$ cat src/rtl/trisync_gen.sv
module trisync_gen #(
  parameter int LEN_1080 = 44,
  parameter int LEN_720  = 40,
  parameter int LEN_SD   = 64
) (
  input  logic       clk,
  input  logic       rst_n,
  input  logic       hsync_n,
  input  logic [1:0] raster_sel,
  output logic [1:0] level,
  output logic       busy
);

  localparam int MAXL = (LEN_SD > LEN_1080) ? ((LEN_SD > LEN_720) ? LEN_SD : LEN_720)
                                            : ((LEN_1080 > LEN_720) ? LEN_1080 : LEN_720);
  localparam int CW = $clog2(MAXL + 1);

  typedef enum logic [1:0] {ST_IDLE, ST_LOW, ST_HIGH} st_t;

  st_t           st;
  logic [2:0]    hs_q;
  logic [CW-1:0] cnt, len_q, len_sel;
  logic          tri_q;

  wire fall = hs_q[2] & ~hs_q[1];

  assign len_sel = raster_sel[1] ? (raster_sel[0] ? CW'(LEN_720) : CW'(LEN_1080)) : CW'(LEN_SD);

  always_ff @(posedge clk or negedge rst_n) begin
    if (!rst_n) begin
      hs_q  <= 3'b111;
      st    <= ST_IDLE;
      cnt   <= '0;
      len_q <= '0;
      tri_q <= 1'b0;
    end else begin
      hs_q <= {hs_q[1:0], hsync_n};
      case (st)
        ST_IDLE: if (fall) begin
          st    <= ST_LOW;
          cnt   <= len_sel - 1'b1;
          len_q <= len_sel;
          tri_q <= raster_sel[1];
        end
        ST_LOW: begin
          if (cnt == '0) begin
            if (tri_q) begin
              st  <= ST_HIGH;
              cnt <= len_q - 1'b1;
            end else begin
              st  <= ST_IDLE;
            end
          end else begin
            cnt <= cnt - 1'b1;
          end
        end
        ST_HIGH: begin
          if (cnt == '0) st <= ST_IDLE;
          else           cnt <= cnt - 1'b1;
        end
        default: st <= ST_IDLE;
      endcase
    end
  end

  assign level = (st == ST_LOW) ? 2'b01 : (st == ST_HIGH) ? 2'b10 : 2'b00;
  assign busy  = (st != ST_IDLE);

endmodule

$ cat config.mk
export PLATFORM = sky130hd
export DESIGN_NAME = trisync_gen
export DESIGN_NICKNAME = d
export VERILOG_FILES = /design/src/rtl/trisync_gen.sv
export SDC_FILE = /design/constraint.sdc
export NUM_CORES = 1
export LEC_CHECK = 0
export ABC_AREA = 1
export ABC_CLOCK_PERIOD_IN_PS = 1700
export BUFFER_PORTS_ARGS = -buffer_cell sky130_fd_sc_hd__buf_2
export CAP_MARGIN = 15
export CORE_MARGIN = 1.5
export CORE_UTILIZATION = 45
export DETAILED_ROUTE_END_ITERATION = 16
export GPL_TIMING_DRIVEN = 0
export RECOVER_POWER = 50
export SLEW_MARGIN = 20
export SYNTH_ARGS = -nofsm -noshare
export SYNTH_HDL_FRONTEND = slang
export SYNTH_SLANG_ARGS = --single-unit
$ cat constraint.sdc
create_clock -name clk -period 1.7 [get_ports clk]
set_clock_uncertainty 0.15 [all_clocks]
set_input_delay 0.17 -clock clk [delete_from_list [all_inputs] [get_ports clk]]
set_output_delay 0.17 -clock clk [all_outputs]
set_load 0.03 [all_outputs]
## Word level (Yosys, flattened, before mapping)

Cells that the tools add are included.

| word-level totals | value |
|---|---|
| register bits after elaboration | 20 |
| output and inout port bits | 3 |
| word-level logic and storage cells | 38 |

| operators by class | value |
|---|---|
| add/sub/neg operators | 3 |
| equality and inequality tests | 7 |
| muxes and demuxes | 14 |
| bitwise operators | 2 |
| reduce and logical (&&, ||, !) cells | 7 |

Operator list:

| kind | number |
|---|---|
| $mux 7 | 5 |
| $pmux 7 s3 | 1 |
| $sub 7x1->7 const B | 3 |
| $mux 2 | 6 |
| $ne 2x2->1 const B | 4 |
| $logic_not 7->1 | 1 |
| $pmux 2 s3 | 1 |
| $reduce_and 4->1 | 1 |
| $mux 3 | 1 |
| $ne 3x3->1 const B | 1 |
| $reduce_and 3->1 | 1 |
| $reduce_bool 3->1 | 1 |
| $eq 2x1->1 const B | 1 |
| $eq 2x2->1 const B | 1 |
| $logic_not 2->1 | 1 |
| $reduce_and 2->1 | 1 |
| $reduce_bool 2->1 | 1 |
| $and 1x1->1 | 1 |
| $not 1->1 | 1 |

## Logic depth before layout (Yosys ltp)

| depth | value |
|---|---|
| depth in word-level cells | 5 |
| mapped depth | 11 |
| gate-level depth less buffers | 11 |

## Worst setup path after synthesis

OpenSTA, ideal clock, no wires.

| path | value |
|---|---|
| path kind | register to register |
| start point | register st[1] |
| end point | register cnt[2] |
| library setup time | 116 ps |
| arrival time | 1554 ps |
| path slack | -121 ps |
| stages on the path, launching flop included | 11 |
| buffers on the path | 1 |
| clock period less this slack | 1821 ps |
| path through | dfrtp_1 inv_1 ha_1 inv_1 nor2_1 nand3_2 nand3_2 buf_6 nor2_1 nand2_1 nand2_1 |

| between the ends | value |
|---|---|
| word-level cells in the longest chain between the ends | 3 |
| elaborated cells between the ends (all ways) | 9 |
| classes of those cells | eq/ne: 5; mux: 1; reduce/logical: 3 |

RTL lines:

| what | RTL line | RTL |
|---|---|---|
| start, declared | 20 | `st_t st;` |
| start signal, assigned | 32 | `st <= ST_IDLE;` |
| start signal, assigned | 40 | `st <= ST_LOW;` |
| start signal, assigned | 48 | `st <= ST_HIGH;` |
| $eq 2x1->1 (tied with other cells) | 38 | `case (st)` |
| $ne 3x3->1 (no line) (tied with other cells) | - |  |
| $reduce_and 4->1 (no line) | - |  |
| end signal, assigned | 41 | `cnt <= len_sel - 1'b1;` |
| end signal, assigned | 49 | `cnt <= len_q - 1'b1;` |
| end signal, assigned | 54 | `cnt <= cnt - 1'b1;` |
| end, declared | 22 | `logic [CW-1:0] cnt, len_q, len_sel;` |

Several ways; a longest one is shown, not always the timed one.
A chain may end at the register's enable or synchronous reset.

## Final worst setup path

| path | value |
|---|---|
| start point | register st[1] |
| end point | register cnt[3] |

Same word-level chain as after synthesis.

==> metrics.md <==
| Metric | Value |
|---|---|
| Status | finished clean |
| I/O pin cnt | 8 |
| Post-synth top area cell | dfrtp_1 |
| Post-DP HPWL | 1680 µm |
| Highest clock rate | 593 MHz |
| Via count | between 900 and 1000 |
| Crit path time final | roughly 1700 ps |
| Synth cell count leaders | nand2_1 (38), inv_1 (24), nor2_1 (16) |
| First-pass GRT wire length | 3990 µm |
| Clk sinks | 15 |
| Max Slew Vio Count | 0 |
| Area delta synth->final | 28.9% |
| Core Util, Final | around 60% |
| Relative slew slack | 46.2% |
| CTS HTree Levels | 1 |
| Overflow after GRT | 0 |
| ANT nets after route | 0 |
| Final worst slack | 12.6 ps |
| Port Buffers | 7 |
| Crit path max fanout | 5 |
| Synth area leaders | dfrtp_1 (28%), nand2_1 (13%), inv_1 (8.4%), ha_1 (8.2%), dfstp_2 (7.4%) |
| Worst slack, placed | -110 ps |
| LEAKAGE | 0.674 nW |
| Synth Net Count | about 160 |
| Synthesized area | 1070 µm² |
| Starting density of the core | 47.9% |
| Final cell count without fillers | 199 |
| Avg Cell Area, Syn | 7.38 µm² |
| Per-cell routed wire length | 12.6 µm |
| Distinct cells, synth | 26 |
| Worst VDD drop | between 1 and 1.5 mV |
| Max clock buf depth | 2 |
| Die height | slightly above 50 µm |
| WP data required | 1790 ps |
| Drt drc | 0 |
| Top_reg_cell synth | dfrtp_1 |
| Root Buffer Master | clkbuf_4 |
| Yosys warning total | 0 |
| Die area | 2680 µm² |
| Share of cells above drive strength 1 | 33.9% |
| Clock latency on the worst-skew pair | 300 ps |
| Rows | 17 |
| CP arrival | 1780 ps |
| Pin count of the biggest net entering global routing | 16 |
| Placed inst area | 1140 µm² |
| Worst Max-Slew Pin Slew | 807 ps |
| Via-per-instance ratio | 4.96 |
| Routed wire length | ~2500 µm |
| Fin area | 1380 µm² |
| Pwr Density | 1920 nW/µm² |
| Pwr Total | 2.65 mW |
| Initial antenna violation count | 0 |
| Synth Instances | roughly 150 |
| Initial DRT Pass Iterations | 4 |
| Num CTS Buffers | 3 |
| DP Cell Count | 180 |
| TritonCTS clock tree | done |
| Crit Path Category | reg2reg |
| Gpl congestion | ~0.84 |
| Setup Viol. Count Final | 0 |
| Final Hold Viols | 0 |
| Crit. End Element | register |
| Crit share post-route | 99.3% |
| Setup_tns | 0 ps |
| Yosys reg bits | 15 |
| Post-synthesis sequential area ratio | 35.4% |
| Final net count | ~180 |
| Gr usage total | 20.4% |
| Die width | 51.8 µm |
| Vias in the first global route | 906 |
| Initial DRC count | 16 |
| Cell with the most instances after synthesis | nand2_1 |
| Synth top area share | 28.1% |
| Ant diodes | 0 |
| Synth async-reset ratio | 100% |
| Worst min path class | in2reg |
| Number of flops mapped to enable cells by yosys | 0 |
| RSZ-0062 raised after global routing | yes |
| Max Cap Viol | 0 |
| CTS clk-pin slew, worst paths | 110 ps |
| Core Box Area | ~2200 µm² |
| Fin Hold WS | between 20 and 25 ps |
| Critical path launch point type | register |
area by class of cell:
cell class,count,area (µm²)
Tap cell,28,35.0
Clock buffer,3,22.5
Sequential cell,15,379
Fill cell,201,855
Clock inverter,1,7.51
Buffer,1,11.3
Inverter,26,97.6
Multi-Input combinational cell,103,666
Timing Repair Buffer,22,160
power breakdown:
group | internal, mW | total (mW) | switching, mW
Sequential | 0.500 | 0.633 | 0.132
Combinational | 0.740 | 1.79 | 1.05
Clock | 0.0897 | 0.224 | 0.134
flip-flops by register name (all words and copies together) (netlist names):
register / flops
st: 2
hs_q: 3
len_q: 3
cnt: 7
worst max-delay path, stage by stage, from the launching register on:
cell	delay (ps)
dfrtp_1	420
inv_2	100
ha_4	180
nor2_4	50
buf_4	120
inv_1	180
o21ai_4	100
o21ai_0	210
nand2_1	70
nand2_1	50
cell families (layout without fill, tap and decap cells):
kind of cell,Yosys count,count (layout),synth area share (%)
simple gates,74,74,33.2
buf+inv,27,53,10.2
compound gates,20,20,11.3
flops,15,15,35.4
fa+ha+maj,7,7,8.19
xor+xnor,2,2,1.64
placed cells by master, fill, tap and decap left out, drive strengths merged:
master,count
nor2,21
nor3,1
dfstp,3
xor2,1
o21bai,1
clkbuf,4
nand2,39
clkinvlp,1
ha,7
o21ai,11
inv,26
dlygate4sd3,2
xnor2,1
buf,20
nand3,11
a21boi,3
dfrtp,12
a21oi,5
nand4,2
routing by layer:
metal / wire [µm] / share of wire [%] / track usage (%)
met1: 1160 / 47 / 26.0
met5: 0 / 0 / 0
met4: 37 / 1.5 / 8.33
met3: 50 / 2.0 / 3.45
met2: 1250 / 50 / 34.2
timing repair:
action                                  in CTS  in global routing
setup buffers                                4                  8
cloned                                       0                  1
pin swaps                                    1                  7
hold buffers                                 2                  0
endpoints found under the setup margin       9                 11
hold endpoints to repair                    16                  0
resized for setup                            6                 21
path summary, 6_finish.rpt:
path                                from  endpoint  slack [ps]  cells after the start
setup / recovery                   st[1]    cnt[3]          10                      9
hold / removal             raster_sel[0]  len_q[2]          20                      4
setup reg to reg                   st[1]    cnt[3]          10                      9
hold reg to reg                  hs_q[0]   hs_q[1]         210                      0
max in group asynchronous          rst_n    cnt[3]         590                      2
min in group asynchronous          rst_n     st[0]         310                      2
(Power assumes the default switching activity.)
